## config.mk

```make
export PLATFORM = sky130hd
export DESIGN_NAME = bus_cycle_seq
export DESIGN_NICKNAME = d
export VERILOG_FILES = /design/src/rtl/bus_seq_pkg.sv /design/src/rtl/bus_phase_gen.sv /design/src/rtl/bus_status_enc.sv /design/src/rtl/bus_cycle_ctrl.sv /design/src/rtl/bus_cycle_datapath.sv /design/src/rtl/bus_cycle_seq.sv
export SDC_FILE = /design/constraint.sdc
export NUM_CORES = 1
export LEC_CHECK = 0
export ABC_CLOCK_PERIOD_IN_PS = 1900
export CAP_MARGIN = 30
export CORE_UTILIZATION = 39
export DETAILED_ROUTE_END_ITERATION = 6
export GPL_TIMING_DRIVEN = 0
export PLACE_DENSITY = 0.81
export SLEW_MARGIN = 0
export SYNTH_ARGS = -nofsm -noshare
export SYNTH_HDL_FRONTEND = slang
export SYNTH_SLANG_ARGS = --single-unit
```

## constraint.sdc

```tcl
create_clock -name clk2 -period 1.9 [get_ports clk2]
set_input_delay 0.38 -clock clk2 [delete_from_list [all_inputs] [get_ports clk2]]
set_output_delay 0.38 -clock clk2 [all_outputs]
set_load 0.03 [all_outputs]
```

## src/rtl/bus_seq_pkg.sv

```systemverilog
// Package: shared types for the bus cycle sequencer.
// Assumes: a 3-bit cycle kind from the requester, codes fixed by the brief.
package bus_seq_pkg;

    typedef enum logic [2:0] {
        KIND_MEM_RD  = 3'd0,
        KIND_MEM_WR  = 3'd1,
        KIND_IO_RD   = 3'd2,
        KIND_IO_WR   = 3'd3,
        KIND_CODE_RD = 3'd4,
        KIND_INT_ACK = 3'd5,
        KIND_HALT    = 3'd6,
        KIND_SPARE   = 3'd7
    } cyc_kind_t;

    typedef enum logic [2:0] {
        ST_IDLE      = 3'd0,
        ST_ADDR      = 3'd1,
        ST_DATA      = 3'd2,
        ST_DATA_NEXT = 3'd3,
        ST_HELD      = 3'd4
    } seq_state_t;

    // True for kinds that drive write data in their data states.
    function automatic logic kind_is_write(cyc_kind_t k);
        return (k == KIND_MEM_WR) || (k == KIND_IO_WR);
    endfunction

    // True for kinds that return data at completion (halt returns none).
    function automatic logic kind_is_read(cyc_kind_t k);
        return !(kind_is_write(k) || (k == KIND_HALT));
    endfunction

endpackage

```

## src/rtl/bus_phase_gen.sv

```systemverilog
// Module: bus_phase_gen
// Divides clk2 into the two phases of a bus state. phase2 high marks the
// second clk2 period; the rising edge that ends it is the state end.
// Assumes: synchronous active-low reset, phase one follows reset.
module bus_phase_gen (
    input  logic clk2,
    input  logic rst_n,
    output logic phase2
);

    // Toggle the phase on every clk2 edge.
    always_ff @(posedge clk2) begin
        if (!rst_n) phase2 <= 1'b0;
        else        phase2 <= ~phase2;
    end

    // the phase alternates on every edge once out of reset.
    assert_phase_alternates_R1: assert property (@(posedge clk2) disable iff (!rst_n)
        $past(rst_n) |-> (phase2 != $past(phase2)));

endmodule

```

## src/rtl/bus_status_enc.sv

```systemverilog
// Module: bus_status_enc
// Maps a cycle kind onto the memory/IO, data/control and write/read lines.
// Assumes: the spare kind code runs as a memory data read.
module bus_status_enc
    import bus_seq_pkg::*;
(
    input  cyc_kind_t kind,
    output logic      mio,
    output logic      dc,
    output logic      wr
);

    // Decode the kind into the three status lines.
    always_comb begin
        unique case (kind)
            KIND_MEM_RD:  {mio, dc, wr} = 3'b110;
            KIND_MEM_WR:  {mio, dc, wr} = 3'b111;
            KIND_IO_RD:   {mio, dc, wr} = 3'b010;
            KIND_IO_WR:   {mio, dc, wr} = 3'b011;
            KIND_CODE_RD: {mio, dc, wr} = 3'b100;
            KIND_INT_ACK: {mio, dc, wr} = 3'b000;
            KIND_HALT:    {mio, dc, wr} = 3'b101;
            default:      {mio, dc, wr} = 3'b110;
        endcase
    end

endmodule

```

## src/rtl/bus_cycle_ctrl.sv

```systemverilog
// Module: bus_cycle_ctrl
// Bus state machine: idle, address state, data state, data state with the
// next address already issued, and held. Decides accepts, completion,
// lock and hold grant. Every decision is taken at a state end.
// Assumes: phase2 from bus_phase_gen; lock flags come from the datapath.
module bus_cycle_ctrl
    import bus_seq_pkg::*;
(
    input  logic clk2,
    input  logic rst_n,
    input  logic phase2,
    input  logic req_valid,
    input  logic req_lock,
    input  logic ready,
    input  logic na,
    input  logic hold,
    input  logic a_lock,
    input  logic d_lock,
    output logic load_a,
    output logic load_d,
    output logic complete,
    output logic in_data,
    output logic ads,
    output logic lock,
    output logic hlda,
    output logic done
);

    seq_state_t st, st_nxt;
    logic       lk, lk_after, lk_nxt, grant;

    // Data states are the plain one and the overlapped one.
    always_comb in_data = (st == ST_DATA) || (st == ST_DATA_NEXT);

    // A cycle completes when ready is seen at the end of a data state.
    always_comb complete = phase2 && in_data && ready;

    // Lock value once this edge's completion is taken into account.
    always_comb begin
        lk_after = lk;
        if (complete && !d_lock && !((st == ST_DATA_NEXT) && a_lock))
            lk_after = 1'b0;
    end

    // Hold is granted only when no lock remains.
    always_comb grant = hold && !lk_after;

    // Next state and load strobes, evaluated at state ends only.
    always_comb begin
        st_nxt = st;
        load_a = 1'b0;
        load_d = 1'b0;
        if (phase2) begin
            case (st)
                ST_IDLE: begin
                    if (grant) st_nxt = ST_HELD;
                    else if (req_valid) begin
                        load_a = 1'b1;
                        st_nxt = ST_ADDR;
                    end
                end
                ST_ADDR: begin
                    load_d = 1'b1;
                    st_nxt = ST_DATA;
                end
                ST_DATA: begin
                    if (ready) begin
                        if (grant) st_nxt = ST_HELD;
                        else if (req_valid) begin
                            load_a = 1'b1;
                            st_nxt = ST_ADDR;
                        end else st_nxt = ST_IDLE;
                    end else if (na && req_valid) begin
                        load_a = 1'b1;
                        st_nxt = ST_DATA_NEXT;
                    end
                end
                ST_DATA_NEXT: begin
                    if (ready) begin
                        load_d = 1'b1;
                        st_nxt = ST_DATA;
                    end
                end
                ST_HELD: begin
                    if (!hold) st_nxt = ST_IDLE;
                end
                default: st_nxt = ST_IDLE;
            endcase
        end
    end

    // Lock is set by a locked accept, otherwise follows the completion rule.
    always_comb lk_nxt = (load_a && req_lock) ? 1'b1 : lk_after;

    // State, lock, strobe and completion registers advance at state ends.
    always_ff @(posedge clk2) begin
        if (!rst_n) begin
            st   <= ST_IDLE;
            lk   <= 1'b0;
            ads  <= 1'b0;
            done <= 1'b0;
        end else if (phase2) begin
            st   <= st_nxt;
            lk   <= lk_nxt;
            ads  <= load_a;
            done <= complete;
        end
    end

    // Drive the lock and hold acknowledge lines from state.
    always_comb begin
        lock = lk;
        hlda = (st == ST_HELD);
    end

    // bus-side outputs change only on state ends.
    assert_outputs_state_aligned_R1: assert property (@(posedge clk2) disable iff (!rst_n)
        !phase2 |=> $stable({ads, done, lock, hlda}));

    // an idle bus carries no strobe.
    assert_idle_no_strobe_R2: assert property (@(posedge clk2) disable iff (!rst_n)
        (st == ST_IDLE) |-> !ads);

    // a data state without ready is followed by another data state.
    assert_wait_stays_data_R5: assert property (@(posedge clk2) disable iff (!rst_n)
        (in_data && phase2 && !ready) |=> in_data);

    // completion is reported only after a data state.
    assert_done_after_data_R6: assert property (@(posedge clk2) disable iff (!rst_n)
        $rose(done) |-> $past(in_data));

    // the overlapped data state needs next-address.
    assert_pipe_needs_na_R8: assert property (@(posedge clk2) disable iff (!rst_n)
        ((st == ST_DATA) && phase2 && !na) |=> (st != ST_DATA_NEXT));

    // the handed-over bus is unlocked and carries no strobe.
    assert_held_bus_quiet_R10: assert property (@(posedge clk2) disable iff (!rst_n)
        hlda |-> (!ads && !lock && !load_a));

endmodule

```

## src/rtl/bus_cycle_datapath.sv

```systemverilog
// Module: bus_cycle_datapath
// Holds the address-side record (what is on the address lines) and the
// data-side record (the cycle in its data state), drives write data and
// captures read data at completion.
// Assumes: load_a and load_d never fire on the same edge.
module bus_cycle_datapath
    import bus_seq_pkg::*;
#(
    parameter int ADDR_W = 30,
    parameter int DATA_W = 32,
    parameter int BE_W   = DATA_W / 8
) (
    input  logic              clk2,
    input  logic              rst_n,
    input  logic              phase2,
    input  logic              load_a,
    input  logic              load_d,
    input  logic              complete,
    input  logic              in_data,
    input  logic              ads,
    input  logic [2:0]        req_kind,
    input  logic [ADDR_W-1:0] req_addr,
    input  logic [BE_W-1:0]   req_be,
    input  logic [DATA_W-1:0] req_wdata,
    input  logic              req_lock,
    input  logic [DATA_W-1:0] bus_rdata,
    output cyc_kind_t         a_kind,
    output logic              a_lock,
    output logic              d_lock,
    output logic [ADDR_W-1:0] bus_addr,
    output logic [BE_W-1:0]   bus_be,
    output logic [DATA_W-1:0] bus_wdata,
    output logic              bus_wen,
    output logic [DATA_W-1:0] rdata
);

    cyc_kind_t         d_kind;
    logic [DATA_W-1:0] a_wdata;

    // Address-side record: loaded when a request is accepted.
    always_ff @(posedge clk2) begin
        if (!rst_n) begin
            a_kind   <= KIND_MEM_RD;
            a_lock   <= 1'b0;
            bus_addr <= '0;
            bus_be   <= '0;
            a_wdata  <= '0;
        end else if (load_a) begin
            a_kind   <= cyc_kind_t'(req_kind);
            a_lock   <= req_lock;
            bus_addr <= req_addr;
            bus_be   <= req_be;
            a_wdata  <= req_wdata;
        end
    end

    // Data-side record: copied from the address side on entering data.
    always_ff @(posedge clk2) begin
        if (!rst_n) begin
            d_kind    <= KIND_MEM_RD;
            d_lock    <= 1'b0;
            bus_wdata <= '0;
        end else if (load_d) begin
            d_kind    <= a_kind;
            d_lock    <= a_lock;
            bus_wdata <= a_wdata;
        end
    end

    // Read data captured on the completing edge of a reading cycle.
    always_ff @(posedge clk2) begin
        if (!rst_n)                                 rdata <= '0;
        else if (complete && kind_is_read(d_kind)) rdata <= bus_rdata;
    end

    // Write data is driven through every data state of a writing cycle.
    always_comb bus_wen = in_data && kind_is_write(d_kind);

    // address and byte enables hold through a strobed state.
    assert_addr_stable_R3: assert property (@(posedge clk2) disable iff (!rst_n)
        (ads && !phase2) |=> ($stable(bus_addr) && $stable(bus_be)));

    // write data is driven only inside data states.
    assert_wen_in_data_R7: assert property (@(posedge clk2) disable iff (!rst_n)
        bus_wen |-> in_data);

endmodule

```

## src/rtl/bus_cycle_seq.sv

```systemverilog
// Module: bus_cycle_seq (top)
// Two-state bus cycle sequencer: phase divider, state machine, address and
// data records, status decode.
// Assumes: the requester holds a request stable until req_accept.
module bus_cycle_seq
    import bus_seq_pkg::*;
#(
    parameter int ADDR_W = 30,
    parameter int DATA_W = 32
) (
    input  logic                  clk2,
    input  logic                  rst_n,
    input  logic                  req_valid,
    input  logic [2:0]            req_kind,
    input  logic [ADDR_W-1:0]     req_addr,
    input  logic [DATA_W/8-1:0]   req_be,
    input  logic [DATA_W-1:0]     req_wdata,
    input  logic                  req_lock,
    output logic                  req_accept,
    output logic                  done,
    output logic [DATA_W-1:0]     rdata,
    output logic                  phase2,
    output logic                  ads,
    output logic [ADDR_W-1:0]     bus_addr,
    output logic [DATA_W/8-1:0]   bus_be,
    output logic                  bus_mio,
    output logic                  bus_dc,
    output logic                  bus_wr,
    output logic                  bus_lock,
    input  logic                  bus_ready,
    input  logic                  bus_na,
    input  logic                  bus_hold,
    output logic                  bus_hlda,
    output logic [DATA_W-1:0]     bus_wdata,
    output logic                  bus_wen,
    input  logic [DATA_W-1:0]     bus_rdata
);

    localparam int BE_W = DATA_W / 8;

    logic      load_a, load_d, complete, in_data, a_lock, d_lock;
    cyc_kind_t a_kind;

    bus_phase_gen u_phase (
        .clk2   (clk2),
        .rst_n  (rst_n),
        .phase2 (phase2)
    );

    bus_cycle_ctrl u_ctrl (
        .clk2      (clk2),
        .rst_n     (rst_n),
        .phase2    (phase2),
        .req_valid (req_valid),
        .req_lock  (req_lock),
        .ready     (bus_ready),
        .na        (bus_na),
        .hold      (bus_hold),
        .a_lock    (a_lock),
        .d_lock    (d_lock),
        .load_a    (load_a),
        .load_d    (load_d),
        .complete  (complete),
        .in_data   (in_data),
        .ads       (ads),
        .lock      (bus_lock),
        .hlda      (bus_hlda),
        .done      (done)
    );

    bus_cycle_datapath #(
        .ADDR_W (ADDR_W),
        .DATA_W (DATA_W),
        .BE_W   (BE_W)
    ) u_dp (
        .clk2      (clk2),
        .rst_n     (rst_n),
        .phase2    (phase2),
        .load_a    (load_a),
        .load_d    (load_d),
        .complete  (complete),
        .in_data   (in_data),
        .ads       (ads),
        .req_kind  (req_kind),
        .req_addr  (req_addr),
        .req_be    (req_be),
        .req_wdata (req_wdata),
        .req_lock  (req_lock),
        .bus_rdata (bus_rdata),
        .a_kind    (a_kind),
        .a_lock    (a_lock),
        .d_lock    (d_lock),
        .bus_addr  (bus_addr),
        .bus_be    (bus_be),
        .bus_wdata (bus_wdata),
        .bus_wen   (bus_wen),
        .rdata     (rdata)
    );

    bus_status_enc u_enc (
        .kind (a_kind),
        .mio  (bus_mio),
        .dc   (bus_dc),
        .wr   (bus_wr)
    );

    // Accept is the address-side load strobe.
    always_comb req_accept = load_a;

    // an accept happens only at a state end.
    assert_accept_at_state_end_R3: assert property (@(posedge clk2) disable iff (!rst_n)
        req_accept |-> phase2);

endmodule

```

# After elaboration in Yosys (flattened, before gate mapping)
# Cells that the tools add are included.
# word_totals
register_bits	145
n_memories	0
rom_bits	0
input_bits	108
elab_cells	77
mem_bits_rw	0
latchBits	0
# op_classes
shifts	0
add_sub_neg	0
reduce_logical	22
n_bitwise	1
mul	0
eq_ne	17
order_cmp	0
div_mod_pow	0
n_mux	23
# op_table
op	count
$mux 3	7
$eq 3x2->1 const B	5
$eq 3x3->1 const B	5
$pmux 3 s5	1
$mux 1	13
$logic_and 1x1->1	10
$eq 3x1->1 const B	3
$reduce_or 3->1	3
$reduce_and 5->1	1
$logic_not 1->1	4
$ne 2x2->1 const B	2
$pmux 1 s2	2
$logic_not 3->1	1
$logic_or 1x1->1	3
$ne 3x2->1 const B	1
$ne 3x3->1 const B	1
$not 1->1	1

# Depth between registers and ports, before layout
# logic_depth
word_depth	15
depth_mapped	9

# Modules after synthesis
# From an unflattened synthesis, not the netlist that was laid out.
# hier_totals
cells_unflattened	548
area_unflattened_um2	5839.4
# by_module_without_submodules
mod	area_per_inst_um2	n_inst	cells_each	seq_area_each_um2
bus_cycle_datapath	5295.1	1	486	2762.6
bus_cycle_ctrl	471.7	1	53	120.1
bus_status_enc	38.8	1	7	0.0
bus_phase_gen	33.8	1	2	20.0

# Least setup slack after synthesis
# No wires, ideal clock.
# synth_timing
path_type	register to output
start	register u_phase.phase2
end	output req_accept
slack_ps	-201
stages_incl_launch_ff	6
path_buffers	1
t_arrival_ps	1721
cell_sequence	dfxtp_1 clkbuf_1 and4b_1 a31oi_1 o21ai_0 inv_1
# synth_between
elab_chain_cells	11
# synth_lines
item	line	rtl
from (decl)	bus_phase_gen.sv:8	output logic phase2
from (signal assigned)	bus_phase_gen.sv:14	else phase2 <= ~phase2;
$logic_and 1x1->1 (2 in series)	bus_cycle_ctrl.sv:36	always_comb complete = phase2 && in_data && ready;
$logic_and 1x1->1 (2 in series)	bus_cycle_ctrl.sv:41	if (complete && !d_lock && !((st == ST_DATA_NEXT) && a_lock))
$mux 1	bus_cycle_ctrl.sv:41	
$logic_not 1->1	bus_cycle_ctrl.sv:46	always_comb grant = hold && !lk_after;
$logic_and 1x1->1	bus_cycle_ctrl.sv:46	
$mux 1	bus_cycle_ctrl.sv:68	if (grant) st_nxt = ST_HELD;
$mux 1	bus_cycle_ctrl.sv:67	if (ready) begin
$pmux 1 s2	bus_cycle_ctrl.sv:54	case (st)
$mux 1 (*)	bus_cycle_ctrl.sv:53	if (phase2) begin
to (decl)	bus_cycle_seq.sv:19	output logic req_accept,
# Every way passes the cells marked *; elsewhere a longest branch is shown, timed or not.

# Final worst setup path
# Ends and elaborated chain as after synthesis.

==> key figures <==
Run status
  – Failing checks: setup timing
  – Status: finished, violations left

Logic synthesis
  – Ys async rst share: 0
  – Ys flop type: dfxtp_1
  – Synth Area in Compound Gates: 0.234
  – Post-synth EDFFs: 0
  – Syn Nets: 756
  – Multiplexer area fraction after synthesis: 0.00203
  – Xor and xnor area share after synthesis: 0
  – Distinct cells, synth: 33
  – Sequential area share after synthesis: 0.523
  – Mapped Cells: about 650
  – Synth Warn #: 0
  – Largest family of logic cells by synthesized area: compound AO/OA/AOI/OAI gates
  – Seq cells post-synth: around 150
  – Post-synthesis adder-cell area fraction: 0
  – Post-synthesis simple-gate area fraction: 0.187
  – Post-synthesis cell area: 5560 um2
  – Syn Area/Cell: 8.57 um2

Placement
  – Dpl hpwl: around 12000 um
  – Routability cong.: 0.820
  – I/O Buffers: ~220

Detailed routing
  – Final WL: 18000 um
  – Routed Antenna Nets: 0
  – Via density: 5.27
  – Metal1 wirelength: 7550 um
  – First drt pass iteration count: 5
  – Via count: 5771
  – Highest metal used: met4
  – WL per Instance: roughly 16 um
  – WL met2: 8880 um
  – # DRC: 0
  – Iteration-0 DRC Markers: between 400 and 500
  – Routed met3 length: ~1200 um

Clock tree
  – CTS Buf Count: 17
  – Clock Tree Buf Depth: 2
  – Clk sinks: between 100 and 150
  – CTS tree: built
  – Htree depth: 4
  – Worst-Skew Late Latency: 0.42 ns
  – Clock root buffer: clkbuf_16
  – Clock transition at path regs: 0.06 ns

Setup path
  – R2r endpoint: u_dp.bus_addr[24]
  – Flop2flop setup slack: -0.02 ns
  – R2r startpoint: u_phase.phase2
  – Setup CP Type: flop to output port
  – Top delay family on crit path: flip-flops
  – Setup crit start kind: flop
  – CP max-delay cell: dfxtp_2
  – Crit path max fanout: 2
  – WP buf/inv: 3
  – WP data arrival: between 1.5 and 2 ns
  – Worst EP required: roughly 1.5 ns
  – Worst path cell trace: buf_8 > and4b_2 > a31oi_4 > o21ai_2 > inv_1 > buf_6
  – Worst reg2reg path depth: 8
  – Worst setup EP type: output port
  – Slowest stage delay, CP: 0.34 ns

Timing
  – Highest Clock Rate: 498 MHz
  – Max-slew headroom: 0.609
  – Finish-stage setup viols: 5
  – Min Hold Slack: about 0.45 ns
  – Min Clock Period, post-route: 2.01 ns
  – RSZ-0062 raised after global routing: yes
  – Tightest Pin Transition: 0.586 ns
  – Final Max Slew Viols: 0
  – Hold Fails Final Rpt: 0
  – Part of the cycle the worst path needs: 1.06
  – Clk_skew: 0.00588 ns
  – Setup ws final: -0.107 ns

Die
  – Initial core utilization: 0.400
  – Die height: 121 um
  – Cell row count: 43
  – Die W: about 120 um
  – Top-level port count: 216
  – Core area: around 14000 um2
  – Die area: ~15000 um2

Pwr
  – Sequential Power Share: 0.432
  – Leakage: 3.17 nW
  – Switch share: 0.229
  – Combinational share of power: 0.107
  – PwrDens: 798 nW/um2
  – Power, Total: 0.00724 W
  – Clock Power Share: 0.461
  – P_sw: ~0.0017 W
  – Max IR drop VDD: 626 uV
  – Cell Int Power: ~0.0056 W

Global route
  – Largest net degree at the start of global routing: 17
  – Number of global-route vias before repair: 5612
  – GRT overflow: 0
  – Initial antenna violation count: 0
  – Total GRT Usage: 0.243
  – First-pass GRT wire length: roughly 28000 um

Finish
  – Nets: 1012
  – Most frequent cells in the layout: 204 x clkdlybuf4s50_1, 180 x nand2_1, 139 x dfxtp_1, 74 x a21oi_1, 37 x nand3_1
  – Filler cells: 1133
  – Commonest non-fill, non-tap cell in the layout: clkdlybuf4s50_1
  – Final core utilization: 0.653
  – Area growth, synth to finish: 63.2%
  – Share of layout cells above drive strength 1: 0.149
  – Antenna cells: 0

Hold path
  – Hold Path Class: flop to flop
  – WHS Endpoint: u_dp.bus_wdata[29]
  – HP Start: u_dp.a_wdata[29]
  – Worst hold path depth: 2

Job
  – Max Cap Viol: 0
## what timing repair did
item	in CTS	in global routing
pin swaps	18	14
hold buffers	0	0
buffers inserted	15	6
gates resized for setup	89	70
endpoints found under the setup margin	130	130
gates cloned	4	4
## layer usage
layer / track usage / up-vias
li1: - / 2817
met1: 0.292 / 2682
met2: 0.416 / 242
met3: 0.0536 / 30
met4: 0.102 / 0
met5: 0 / -
## power by group through the flow
stage / Combinational [W] / Sequential (W) / Clock [W]
floorplan: 0.000238 / 0.00324 / 0
global placement: 0.000668 / 0.00319 / 0
detailed placement: 0.000672 / 0.00319 / 0
CTS: 0.000741 / 0.00313 / 0.00337
global route: 0.000823 / 0.00313 / 0.00353
finish: 0.000775 / 0.00313 / 0.00334
## sequential cells by signal, indices dropped and copies added, names as in the netlist, 3 cells and up
register,cells
u_dp.rdata,32
u_dp.bus_be,4
u_ctrl.st,3
u_dp.bus_wdata,32
u_dp.a_wdata,32
u_dp.d_kind,3
u_dp.bus_addr,30
u_dp.a_kind,3
## area by class of cell
type,count,area [um2],share of cell area
multi-input cells,436,2510,0.277
inverters,5,18.8,0.00207
clock inverters,10,138,0.0152
well taps,180,225,0.0248
clock buffers,20,447,0.0493
plain buffers,55,373,0.0411
repair buffers,244,2440,0.269
flip-flops and latches,145,2920,0.322
## worst register-to-register path, delay by kind of cell (launching register included)
| family | cells | cell delay [ns] |
|---|---|---|
| buffers and inverters | 4 | 0.58 |
| AOI/OAI and AO/OA | 3 | 0.72 |
| DFF | 1 | 0.33 |
| and+or+nand+nor | 1 | 0.23 |
## cell usage after synthesis (all sizes together) (2+ instances only)
| cell type | count | area share |
|---|---|---|
| a22o | 34 | 0.054 |
| nand3b | 2 | 0.0027 |
| clkbuf | 49 | 0.033 |
| nor3 | 2 | 0.0018 |
| nand2b | 3 | 0.0034 |
| o221ai | 36 | 0.057 |
| nor2b | 5 | 0.0056 |
| nand4b | 2 | 0.0032 |
| o21ai | 4 | 0.0036 |
| dfxtp | 145 | 0.52 |
| a21oi | 74 | 0.067 |
| inv | 5 | 0.0034 |
| a31oi | 37 | 0.042 |
| nor3b | 2 | 0.0027 |
| nor2 | 5 | 0.0034 |
| nand2 | 180 | 0.12 |
| buf | 13 | 0.017 |
| nand3 | 38 | 0.034 |
## worst max-delay path by stage
stage,from,cells after the start,end
global placement,bus_ready,6,req_accept
CTS,bus_na,6,req_accept
finish,u_phase.phase2,6,req_accept
global route,u_phase.phase2,6,req_accept
detailed placement,bus_ready,6,req_accept
floorplan,u_phase.phase2,7,u_dp.a_wdata[18]
## through the flow
step / instance area [um2] / cells / TNS [ns] / setup slack (ns)
3_3_place_gp: 7950 / 1043 / -79.79 / -1.35
5_1_grt: 9070 / 1095 / -1.63 / -0.170
3_5_place_dp: 7950 / 1043 / -84.11 / -1.40
6_report: 9070 / 1095 / -0.139 / -0.107
4_1_cts: 8840 / 1089 / -0.187 / -0.176
2_1_floorplan: 5570 / 648 / -0.218 / -0.0107
## logic make-up (layout without fill, tap and decap cells)
| family | after synthesis | count (layout) |
|---|---|---|
| mux | 1 | 1 |
| simple gates | 245 | 245 |
| compound gates | 190 | 190 |
| flops | 145 | 145 |
| buf+inv | 67 | 334 |
Power figures use the tool's default switching activity.
